File: src/rtl/mmuexc_pkg.sv
package mmuexc_pkg;
  localparam int EVT_W = 12;

  localparam logic [EVT_W-1:0] EVT_TLB_RD  = 12'h040;
  localparam logic [EVT_W-1:0] EVT_TLB_WR  = 12'h060;
  localparam logic [EVT_W-1:0] EVT_LOOP    = 12'h070;
  localparam logic [EVT_W-1:0] EVT_FIRSTWR = 12'h080;
  localparam logic [EVT_W-1:0] EVT_ADE_RD  = 12'h0E0;
  localparam logic [EVT_W-1:0] EVT_ADE_WR  = 12'h100;

  typedef enum logic [2:0] {
    FK_NONE, FK_ADDR, FK_MISS, FK_INVALID, FK_CLEAN
  } fault_kind_e;

  typedef struct packed {
    logic             take;
    logic             capPte;
    logic             capWay;
    logic             markPc;
    logic [EVT_W-1:0] code;
  } exc_strobe_t;
endpackage

File: src/rtl/mmuexc_ctrl.sv
module mmuexc_ctrl
  import mmuexc_pkg::*;
#(
  parameter int SR_W   = 32,
  parameter int BL_BIT = 28
) (
  input  logic        clk,
  input  logic        rst_n,
  input  logic        reqValid,
  input  logic        hitFlag,
  input  logic        entryValid,
  input  logic        entryDirty,
  input  logic        isWrite,
  input  logic        addrErr,
  input  logic        loopTail,
  input  logic [SR_W-1:0] curSr,
  output exc_strobe_t strb,
  output logic        excTaken
);
  fault_kind_e kind;
  logic        tailCase;
  logic        take;

  always_comb begin
    if (addrErr)                        kind = FK_ADDR;
    else if (!hitFlag)                  kind = FK_MISS;
    else if (!entryValid)               kind = FK_INVALID;
    else if (isWrite && !entryDirty)    kind = FK_CLEAN;
    else                                kind = FK_NONE;
  end

  assign tailCase = loopTail && (kind == FK_ADDR || kind == FK_MISS || kind == FK_INVALID);
  assign take     = reqValid && (kind != FK_NONE) && !curSr[BL_BIT] && !excTaken;

  always_comb begin
    strb        = '0;
    strb.take   = take;
    strb.capPte = take && (kind != FK_ADDR);
    strb.capWay = take && (kind == FK_INVALID || kind == FK_CLEAN);
    strb.markPc = tailCase;
    if (tailCase) strb.code = EVT_LOOP;
    else begin
      unique case (kind)
        FK_ADDR:             strb.code = isWrite ? EVT_ADE_WR : EVT_ADE_RD;
        FK_MISS, FK_INVALID: strb.code = isWrite ? EVT_TLB_WR : EVT_TLB_RD;
        FK_CLEAN:            strb.code = EVT_FIRSTWR;
        default:             strb.code = '0;
      endcase
    end
  end

  always_ff @(posedge clk) begin
    if (!rst_n) excTaken <= 1'b0;
    else        excTaken <= take;
  end

  AST_PULSE_ONE: assert property (@(posedge clk) disable iff (!rst_n)
    excTaken |=> !excTaken);
  AST_BLOCKED_NOPULSE: assert property (@(posedge clk) disable iff (!rst_n)
    (reqValid && curSr[BL_BIT]) |=> !excTaken);
  AST_CLEAN_HIT_QUIET: assert property (@(posedge clk) disable iff (!rst_n)
    (reqValid && hitFlag && entryValid && entryDirty && !addrErr) |=> !excTaken);
endmodule

File: src/rtl/mmuexc_dp.sv
module mmuexc_dp
  import mmuexc_pkg::*;
#(
  parameter int VA_W     = 32,
  parameter int ASID_W   = 8,
  parameter int WAY_W    = 2,
  parameter int SR_W     = 32,
  parameter int PAGE_LSB = 10,
  parameter int BL_BIT   = 28,
  parameter int RB_BIT   = 29,
  parameter int MD_BIT   = 30,
  parameter int VEC_OFS  = 'h100
) (
  input  logic              clk,
  input  logic              rst_n,
  input  exc_strobe_t       strb,
  input  logic              excTaken,
  input  logic [WAY_W-1:0]  hitWay,
  input  logic [VA_W-1:0]   vAddr,
  input  logic [ASID_W-1:0] curAsid,
  input  logic [VA_W-1:0]   curPc,
  input  logic [SR_W-1:0]   curSr,
  input  logic [VA_W-1:0]   vecBase,
  output logic [VA_W-1:0]   excTarget,
  output logic [SR_W-1:0]   srOut,
  output logic [VA_W-1:0]   faultAddr,
  output logic [VA_W-1:0]   pteHi,
  output logic [WAY_W-1:0]  rcWay,
  output logic [VA_W-1:0]   savedPc,
  output logic [SR_W-1:0]   savedSr,
  output logic [EVT_W-1:0]  evtCode
);
  localparam logic [SR_W-1:0] SR_MASK =
    (SR_W'(1) << BL_BIT) | (SR_W'(1) << RB_BIT) | (SR_W'(1) << MD_BIT);
  localparam logic [VA_W-1:0] OFS = VA_W'(VEC_OFS);

  logic [VA_W-1:0] pteVal;
  logic [VA_W-1:0] pcVal;

  always_comb begin
    pteVal                    = '0;
    pteVal[VA_W-1:PAGE_LSB]   = vAddr[VA_W-1:PAGE_LSB];
    pteVal[ASID_W-1:0]        = curAsid;
  end

  always_comb begin
    pcVal = curPc;
    if (strb.markPc) pcVal[0] = 1'b1;
  end

  always_ff @(posedge clk) begin
    if (!rst_n) begin
      excTarget <= '0;
      srOut     <= '0;
      faultAddr <= '0;
      savedPc   <= '0;
      savedSr   <= '0;
      evtCode   <= '0;
    end else if (strb.take) begin
      excTarget <= vecBase + OFS;
      srOut     <= curSr | SR_MASK;
      faultAddr <= vAddr;
      savedPc   <= pcVal;
      savedSr   <= curSr;
      evtCode   <= strb.code;
    end
  end

  always_ff @(posedge clk) begin
    if (!rst_n)           pteHi <= '0;
    else if (strb.capPte) pteHi <= pteVal;
  end

  always_ff @(posedge clk) begin
    if (!rst_n)           rcWay <= '0;
    else if (strb.capWay) rcWay <= hitWay;
  end

  AST_VECTOR_TARGET: assert property (@(posedge clk) disable iff (!rst_n)
    excTaken |-> (excTarget == $past(vecBase) + OFS));
  AST_SR_BITS_SET: assert property (@(posedge clk) disable iff (!rst_n)
    excTaken |-> (srOut[BL_BIT] && srOut[MD_BIT] && srOut[RB_BIT]));
  AST_SR_SAVED: assert property (@(posedge clk) disable iff (!rst_n)
    excTaken |-> (savedSr == $past(curSr)));
  AST_FAULT_ADDR: assert property (@(posedge clk) disable iff (!rst_n)
    excTaken |-> (faultAddr == $past(vAddr)));
  AST_HOLD_IDLE: assert property (@(posedge clk) disable iff (!rst_n)
    !excTaken |-> ($stable(faultAddr) && $stable(savedSr) && $stable(evtCode)));
endmodule

File: src/rtl/mmuexc_unit.sv
module mmuexc_unit
  import mmuexc_pkg::*;
#(
  parameter int VA_W     = 32,
  parameter int ASID_W   = 8,
  parameter int WAYS     = 4,
  parameter int SR_W     = 32,
  parameter int PAGE_LSB = 10,
  localparam int WAY_W   = $clog2(WAYS)
) (
  input  logic              clk,
  input  logic              rst_n,
  input  logic              reqValid,
  input  logic              hitFlag,
  input  logic [WAY_W-1:0]  hitWay,
  input  logic              entryValid,
  input  logic              entryDirty,
  input  logic              isWrite,
  input  logic              addrErr,
  input  logic              loopTail,
  input  logic [VA_W-1:0]   vAddr,
  input  logic [ASID_W-1:0] curAsid,
  input  logic [VA_W-1:0]   curPc,
  input  logic [SR_W-1:0]   curSr,
  input  logic [VA_W-1:0]   vecBase,
  output logic              excTaken,
  output logic [VA_W-1:0]   excTarget,
  output logic [SR_W-1:0]   srOut,
  output logic [VA_W-1:0]   faultAddr,
  output logic [VA_W-1:0]   pteHi,
  output logic [WAY_W-1:0]  rcWay,
  output logic [VA_W-1:0]   savedPc,
  output logic [SR_W-1:0]   savedSr,
  output logic [EVT_W-1:0]  evtCode
);
  localparam int BL_BIT = 28;
  localparam int RB_BIT = 29;
  localparam int MD_BIT = 30;

  exc_strobe_t strb;

  mmuexc_ctrl #(.SR_W(SR_W), .BL_BIT(BL_BIT)) u_ctrl (
    .clk(clk), .rst_n(rst_n), .reqValid(reqValid), .hitFlag(hitFlag),
    .entryValid(entryValid), .entryDirty(entryDirty), .isWrite(isWrite),
    .addrErr(addrErr), .loopTail(loopTail), .curSr(curSr),
    .strb(strb), .excTaken(excTaken)
  );

  mmuexc_dp #(
    .VA_W(VA_W), .ASID_W(ASID_W), .WAY_W(WAY_W), .SR_W(SR_W),
    .PAGE_LSB(PAGE_LSB), .BL_BIT(BL_BIT), .RB_BIT(RB_BIT), .MD_BIT(MD_BIT),
    .VEC_OFS('h100)
  ) u_dp (
    .clk(clk), .rst_n(rst_n), .strb(strb), .excTaken(excTaken),
    .hitWay(hitWay), .vAddr(vAddr), .curAsid(curAsid), .curPc(curPc),
    .curSr(curSr), .vecBase(vecBase), .excTarget(excTarget), .srOut(srOut),
    .faultAddr(faultAddr), .pteHi(pteHi), .rcWay(rcWay), .savedPc(savedPc),
    .savedSr(savedSr), .evtCode(evtCode)
  );
endmodule

File: config.mk
export PLATFORM = sky130hd
export DESIGN_NAME = mmuexc_unit
export DESIGN_NICKNAME = d
export VERILOG_FILES = /design/src/rtl/mmuexc_pkg.sv /design/src/rtl/mmuexc_ctrl.sv /design/src/rtl/mmuexc_dp.sv /design/src/rtl/mmuexc_unit.sv
export SDC_FILE = /design/constraint.sdc
export NUM_CORES = 1
export LEC_CHECK = 0
export BUFFER_PORTS_ARGS = -buffer_cell sky130_fd_sc_hd__buf_2
export CAP_MARGIN = 20
export CELL_PAD_IN_SITES_DETAIL_PLACEMENT = 0
export CELL_PAD_IN_SITES_GLOBAL_PLACEMENT = 1
export CORE_MARGIN = 8
export CORE_UTILIZATION = 28
export DETAILED_ROUTE_END_ITERATION = 7
export PLACE_DENSITY_LB_ADDON = 0.1
export SLEW_MARGIN = 10
export SYNTH_ARGS = -nofsm -noshare
export SYNTH_HDL_FRONTEND = slang
export SYNTH_SLANG_ARGS = --single-unit
export TNS_END_PERCENT = 100
File: constraint.sdc
create_clock -name clk -period 1.75 [get_ports clk]
set_clock_uncertainty 0.1 [all_clocks]
set_input_delay 0.175 -clock clk [delete_from_list [all_inputs] [get_ports clk]]
set_output_delay 0.175 -clock clk [all_outputs]
set_load 0.005 [all_outputs]
[Word-level counts from Yosys, hierarchy flattened]
Index checks and enable logic that the tools add are counted.
Word-level totals
  register bits after elaboration: 205
  input bits: 147
Operators by class
  $add $sub $neg: 1
  equal/unequal tests: 5
  multiplexer cells: 9
  reduce and logical (&&, ||, !) cells: 15
Operators with widths (count)
  12-bit case mux with 3 select lines: 1
  32-bit by 9-bit adder with 32-bit output, second input constant: 1
  12-bit two-way mux: 1
  3-bit two-way mux: 4
  9-bit two-way mux: 1
  1-bit logical AND: 7
  3-bit by 2-bit == test with 1-bit output, second input constant: 2
  6-bit two-way mux: 1
  3-bit by 1-bit == test with 1-bit output, second input constant: 1
  3-bit == test, second input constant: 1
  1-bit logical NOT: 3
  1-bit logical OR: 3
  3-bit by 1-bit inequality test with 1-bit output, second input constant: 1
  3-bit nonzero test: 1
  2-bit OR reduction: 1
  1-bit two-way mux: 1

[Longest topological paths before layout]
Gate-level depths: netlist of run 1.
  depth in word-level cells: 11
  gate-level depth with buffers: 7
  gate-level depth less buffers: 5

[Cells and area by module]
From an unflattened synthesis of run 1, not the netlist that was laid out.
Second synthesis, totals
  cells, all modules: 701
  area total of the unflattened synthesis: 7332.0 um^2
By module, submodules not included
  mmuexc_dp: times used 1, cells each 672, area an instance 7109.3 um^2, seq. area each 3463.3 um^2
  mmuexc_ctrl: times used 1, cells each 29, area an instance 222.7 um^2, seq. area each 20.0 um^2

[Worst setup path after synthesis of run 1]
Ideal clock, no wire load.
  path type: register to register
  start: register u_ctrl.excTaken
  end: register u_dp.excTarget[0]
  library setup time: 0.070 ns
  arrival: 1.605 ns
  required time: 1.580 ns
  setup slack: -0.025 ns
  stages on the path, launching flop included: 8
  buffers on the path: 3
  cells stage by stage: dfxtp_1 > nor3b_2 > o21a_1 > clkbuf_1 > clkbuf_1 > buf_2 > nand2_1 > a21oi_1
On the way
  word-level cells in the longest chain between the ends: 2
RTL lines
  start: declaration: RTL line mmuexc_ctrl.sv:18  | output logic excTaken
  start signal: assignment: RTL line mmuexc_ctrl.sv:54  | else excTaken <= take;
  1-bit logical NOT: RTL line mmuexc_ctrl.sv:33  | assign take = reqValid && (kind != FK_NONE) && !curSr[BL_BIT] && !excTaken;
  1-bit logical AND: RTL line mmuexc_ctrl.sv:33
  end signal: assignment: RTL line mmuexc_dp.sv:60  | excTarget <= vecBase + OFS;
  end: declaration: RTL line mmuexc_dp.sv:24  | output logic [VA_W-1:0] excTarget,
Every way passes these cells.
A chain may end at the register's enable or synchronous reset.

[Worst setup path in the final report of run 1]
  start: register u_ctrl.excTaken
  end: register u_dp.savedSr[20]
On the way
  word-level cells in the longest chain between the ends: 2
RTL lines
  1-bit logical NOT: RTL line mmuexc_ctrl.sv:33
  1-bit logical AND: RTL line mmuexc_ctrl.sv:33
  end signal: assignment: RTL line mmuexc_dp.sv:64  | savedSr <= curSr;
  end: declaration: RTL line mmuexc_dp.sv:30  | output logic [SR_W-1:0] savedSr,
Every way passes these cells.

==> results of run 1 <==
## how the worst max path moves through the flow
stage	start	to	cells past startpoint	slack [ns]
5_1_grt	u_ctrl.excTaken	u_dp.evtCode[7]	8	-0.05
3_5_place_dp	vecBase[8]	u_dp.excTarget[30]	6	-0.10
6_report	u_ctrl.excTaken	u_dp.savedSr[20]	9	0.01
4_1_cts	u_ctrl.excTaken	u_dp.excTarget[11]	7	0.01
3_3_place_gp	curSr[28]	u_dp.rcWay[1]	6	-0.09
2_1_floorplan	u_ctrl.excTaken	u_dp.pteHi[31]	5	-0.01
## what timing repair did
action                                  CTS  global route
endpoints found under the setup margin    6            50
gates resized for setup                   5            10
pin swaps                                 0             3
cloned                                    0             5
hold buffers                            126             0
endpoints found under the hold margin   148             0
buffers inserted                          0             3
## cells in the mapped netlist (2+ instances only)
library cell	count	area, µm²
xor2_1	4	35.0
or3_1	5	31.3
o31ai_1	4	30.0
clkbuf_1	45	169
dfxtp_1	167	3340
nand3b_1	2	15.0
o211ai_1	2	15.0
nor2_1	18	67.6
nand2_1	277	1040
o21ai_0	19	95.1
buf_2	10	50.1
inv_1	5	18.8
nor4_1	4	25.0
mux2i_1	2	20.0
buf_4	40	300
a21oi_1	144	721
nand4_1	4	25.0
xnor2_1	11	96.3
a31oi_1	8	50.1
nand3_1	6	30.0
or4_1	4	30.0
a211oi_1	8	60.1
nor3_1	5	25.0
## cells by family (layout without fill, tap and decap cells)
logic type | after synthesis | in the layout | synth area share, %
AND/OR/NAND/NOR | 336 | 336 | 21.5
buffers and inverters | 101 | 562 | 8.36
adder cells (fa/ha/maj) | 1 | 1 | 0.193
multiplexers | 2 | 2 | 0.309
flip-flops | 167 | 167 | 51.6
AO/OA/AOI/OAI | 192 | 192 | 16.0
other | 1 | 9 | 0.0579
XOR/XNOR | 15 | 15 | 2.03
## sequential cells by signal, indices dropped and copies added, names as in the netlist
signal,flops
u_ctrl.excTaken,1
u_dp.evtCode,5
u_dp.excTarget,32
u_dp.faultAddr,32
u_dp.pteHi,30
u_dp.rcWay,2
u_dp.savedPc,32
u_dp.savedSr,31
u_dp.srOut,2
## layer usage
metal | wire length, µm | global-route usage [%]
met1 | 10600 | 20.0
met2 | 12000 | 27.9
met3 | 2190 | 6.88
met4 | 325 | 4.35
met5 | 0 | 0
## metrics by stage
stage	setup slack [ns]	cell area (µm²)
global placement	-0.0866	8600
CTS	0.0131	10400
detailed placement	-0.101	8600
finish	0.0147	10600
floorplan	-0.0106	6520
global route	-0.0461	10600
## worst max-delay path, delay by kind of cell, from the launching register on
| family | cells | cell delay, ns |
|---|---|---|
| simple gates | 2 | 0.27 |
| buf+inv | 5 | 0.71 |
| flops | 1 | 0.31 |
| compound gates | 2 | 0.26 |
## layout make-up
class	instances	area, µm²
clock buffers	18	429
fillers	2351	12100
flip-flops and latches	167	3340
repair buffers	525	3650
well taps	285	357
inverters	6	25.0
clock inverters	13	114
multi-input cells	555	2700
## report_power, final
group | switching (mW) | internal (mW)
clock | 1.72 | 1.86
combinational | 0.651 | 0.720
sequential | 0.0915 | 3.98
total | 2.46 | 6.55
==> impl_metrics.csv, run 1 <==
group,metric,value,unit
cts,cts_tree,"built",
yosys,synthesis.instances,815,
global_routing,grt_antenna_before_repair,0,
drt,ant_nets,0,
layout,mostFrequentLayoutCells,"344 x buf_2, 276 x nand2_1, 167 x dfxtp_1",
worst_setup_path,crit_required,2.01,ns
worst_setup_path,ff2ff_path_depth,9,
drt,drt_iter0_markers,379,
floorplan,core-area,22700,µm²
run,maxCapViolCount,0,
worst_setup_path,end_kind,"register",
worst_hold_path,min_from,"vecBase[10]",
yosys,ys_seq_area_share,51.6,%
layout,area_delta_synth_final,63.8,%
yosys,synth_cell_type_count,44,
cts,clk_latency,0.42,ns
floorplan,start_util,28.5,%
power,p_per_area,849,nW/µm²
layout,nets,1420,
global_routing,grt_pass1_vias,7075,
drt,firstDrtPassIters,4,
layout,drive_gt1_share,34.5,%
yosys,ys_ff_latch,167,
timing,fin_crit,1.74,ns
timing,rsz0062_at_grt,"true",
timing,finalHoldViolCount,0,
power,vdd_drop_max,0.525,mV
power,leakage,4.82,nW
worst_setup_path,path_max_fanout,20,
floorplan,dieWidth,168,µm
placed_design,placed_cells,1405,
timing,fmax,0.576,GHz
worst_hold_path,whs_endpoint,"u_dp.excTarget[10]",
drt,remaining_drc_errors,0,
worst_setup_path,arrival,1.99,ns
floorplan,die_area,28300,µm²
worst_hold_path,min_path_cells,3,
timing,setup_violations,0,
placed_design,portBuffers,344,
worst_setup_path,worst_r2r_startpoint,"u_ctrl.excTaken",
worst_hold_path,min_path_type,"input pin to register",
worst_setup_path,path_class,"register to register",
yosys,avgSynthCellArea,7.95,µm²
layout,antenna_cells,0,
timing,slew_violations,0,
yosys,synthesis.area,6480,µm²
worst_setup_path,reg2reg_setup_slack,0.01,ns
worst_setup_path,path_common_cell,"buf_12",
layout,mostFrequentLayoutCell,"buf_2",
global_routing,grt_usage,16.9,%
worst_setup_path,cp_cell_sequence,"buf_4, nor3b_4, buf_6, o21a_4, buf_12, buf_12, clkbuf_16, nand2_1, a21oi_1",
timing,whs,0.0240,ns
cts,ctsRootBufferMaster,"clkbuf_16",
worst_setup_path,worst_setup_path_start_kind,"register",
placed_design,hpwl,17.7,mm
cts,path_clk_slew,0.07,ns
drt,routed_wl,25.2,mm
cts,numClockSinks,167,
cts,cts-buffers-inserted,17,
yosys,synth-main-ff-cell,"dfxtp_1",
worst_setup_path,worst_r2r_endpoint,"u_dp.savedSr[20]",
timing,setup_tns,0,ns
timing,fin_crit_sh,99.2,%
yosys,async_flop_share,0,%
drt,viasPerCell,4.45,
cts,clockBufferDepth,2,
global_routing,grt_max_degree,51,
global_routing,grt_pass1_wl,38.6,mm
drt,wl_per_cell,16.0,µm
floorplan,rows,55,
run_status,status,"complete, no violations",
global_routing,grt_overflow,0,
cts,cts_htree_levels,4,
worst_setup_path,cpPeakStageDelay,0.31,ns
power,power,9.01,mW
floorplan,die_h,168,µm
yosys,synth_edf_count,0,
layout,utilization,46.7,%
yosys,yosysWarningCount,0,
worst_setup_path,cp_slowest_cell,"dfxtp_1",
layout,instances_no_fill,1569,
drt,vias,6983,
floorplan,ioPinCount,354,
placed_design,gp_congestion,0.748,
No activity file was read; power rests on OpenSTA's default activity.
==> run 2: changes to the inputs <==
--- a/config.mk
+++ b/config.mk
@@ -13,6 +13,8 @@
 export CORE_UTILIZATION = 28
 export DETAILED_ROUTE_END_ITERATION = 7
 export PLACE_DENSITY_LB_ADDON = 0.1
+export REMOVE_ABC_BUFFERS = 1
+export SETUP_SLACK_MARGIN = 0.2
 export SLEW_MARGIN = 10
 export SYNTH_ARGS = -nofsm -noshare
 export SYNTH_HDL_FRONTEND = slang
==> impl_metrics.csv, run 2 (synthesis results as in run 1) <==
group,metric,value,unit
worst_setup_path,cpPeakStageDelay,0.33,ns
cts,cts_tree,"built",
worst_setup_path,cp_num_buf_inv,5,
timing,finalHoldViolCount,0,
timing,rsz0062_at_grt,"true",
worst_setup_path,cpLargestDelayFamily,"buffers and inverters",
cts,cts-buffers-inserted,17,
worst_setup_path,path_class,"register to register",
drt,vias,7259,
cts,clk_latency,0.42,ns
global_routing,grt_overflow,0,
timing,fmax,0.587,GHz
cts,ctsRootBufferMaster,"clkbuf_16",
layout,drive_gt1_share,45.1,%
cts,path_clk_slew,0.07,ns
cts,clockBufferDepth,2,
layout,mostFrequentLayoutCells,"344 x buf_2, 200 x nand2_1, 166 x dfxtp_1",
timing,whs,0.0566,ns
power,p_per_area,812,nW/µm²
drt,drt_iter0_markers,253,
layout,largestRegisters,"u_dp.excTarget (32), u_dp.faultAddr (32), u_dp.savedPc (32)",
worst_setup_path,path_common_cell,"buf_6",
run,maxCapViolCount,0,
global_routing,grt_pass1_wl,39.2,mm
drt,wl_per_cell,16.6,µm
layout,nets,1461,
drt,remaining_drc_errors,0,
cts,cts_htree_levels,4,
timing,slew_violations,0,
power,leakage,5.42,nW
drt,viasPerCell,4.51,
layout,instances_no_fill,1610,
worst_setup_path,arrival,1.91,ns
power,vdd_drop_max,0.545,mV
floorplan,start_util,28.5,%
placed_design,portBuffers,344,
drt,firstDrtPassIters,4,
worst_setup_path,cp_slowest_cell,"dfxtp_2",
floorplan,ioPinCount,354,
layout,mostFrequentLayoutCell,"buf_2",
floorplan,rows,55,
timing,fin_crit,1.70,ns
floorplan,die_area,28300,µm²
floorplan,core-area,22700,µm²
worst_setup_path,worst_setup_path_start_kind,"register",
global_routing,grt_pass1_vias,7198,
placed_design,gp_congestion,0.759,
worst_hold_path,min_path_type,"input pin to register",
floorplan,die_h,168,µm
placed_design,hpwl,17.9,mm
timing,fin_crit_sh,97.3,%
global_routing,grt_max_degree,37,
drt,routed_wl,26.7,mm
layout,antenna_cells,0,
floorplan,dieWidth,168,µm
layout,area_delta_synth_final,82.7,%
worst_setup_path,cp_cell_sequence,"buf_6, nor3b_4, buf_6, buf_6, o21ai_4, clkbuf_16, clkbuf_16, nand2_2, a21oi_1",
worst_setup_path,path_max_fanout,7,
global_routing,grt_antenna_before_repair,0,
cts,numClockSinks,167,
placed_design,placed_cells,1416,
global_routing,grt_usage,17.3,%
timing,setup_violations,0,
drt,ant_nets,0,
worst_setup_path,crit_required,1.95,ns
run_status,status,"complete, no violations",
worst_setup_path,end_kind,"register",
-- run 2: cell types whose count changed in the layout (fill, tap and decap cells not counted), sizes merged --
| cell | change |
|---|---|
| buf | +31 |
| clkbuf | +7 |
| clkinv | -3 |
| bufbuf | +2 |
| bufinv | +2 |
| dlygate4sd3 | +2 |
| dlymetal6s4s | -1 |
| inv | +1 |
-- run 2: area by class of cell --
type                       instances  area, µm²
fill                            2242      10900
timing repair buffer             566       4350
sequential                       167       3340
multi-input combinational        555       3170
clock buffer                      18        439
tap                              285        357
clock inverter                    13        160
inverter                           6       25.0
-- run 2: path summary, 6_finish.rpt --
path	start	end	slack [ns]	cells past startpoint
hold / removal	vecBase[9]	u_dp.excTarget[9]	0.06	4
setup reg to reg	u_ctrl.excTaken	u_dp.excTarget[4]	0.05	9
hold reg to reg	u_dp.faultAddr[30]	u_dp.faultAddr[30]	0.35	2
setup / recovery	u_ctrl.excTaken	u_dp.excTarget[4]	0.05	9
-- run 2: through the flow --
stage / area, µm² / total power, mW / utilization [%] / TNS (ns) / worst slack [ns]
final: 11800 / 9.62 / 52.2 / 0 / 0.0469
after detailed placement: 8790 / 5.30 / 38.7 / -0.263 / -0.0939
after global placement: 8790 / 5.30 / 38.7 / -0.168 / -0.0764
after floorplan: 5990 / 4.57 / - / -401.09 / -2.92
after CTS: 11000 / 9.56 / 48.5 / 0 / 0.0721
after global routing: 11800 / 10.1 / 52.2 / -0.135 / -0.0319
-- run 2: metal layers --
metal  share of wire, %  track usage [%]
met5                  0                0
met4               0.78             3.38
met3                7.8             6.95
met2                 50             29.4
met1                 42             20.3
-- run 2: power by group --
group	switching (mW)	leakage, nW	internal, mW
registers	0.101	1.36	3.98
logic	0.764	3.77	0.896
clock network	1.69	0.286	2.18
-- run 2: worst register-to-register path, cell delays in order, from the launching register on --
cell and delay (ns):
dfxtp_2 0.33, buf_6 0.11, nor3b_4 0.21, buf_6 0.14, buf_6 0.09, o21ai_4 0.11
clkbuf_16 0.22, clkbuf_16 0.16, nand2_2 0.06, a21oi_1 0.05
-- run 2: timing repair --
action,4_1_cts,5_1_grt
pin swaps,11,31
gates cloned,7,14
setup buffers,11,4
gates resized for setup,31,146
hold endpoints to repair,150,0
endpoints found under the setup margin,160,167
hold buffers,127,0
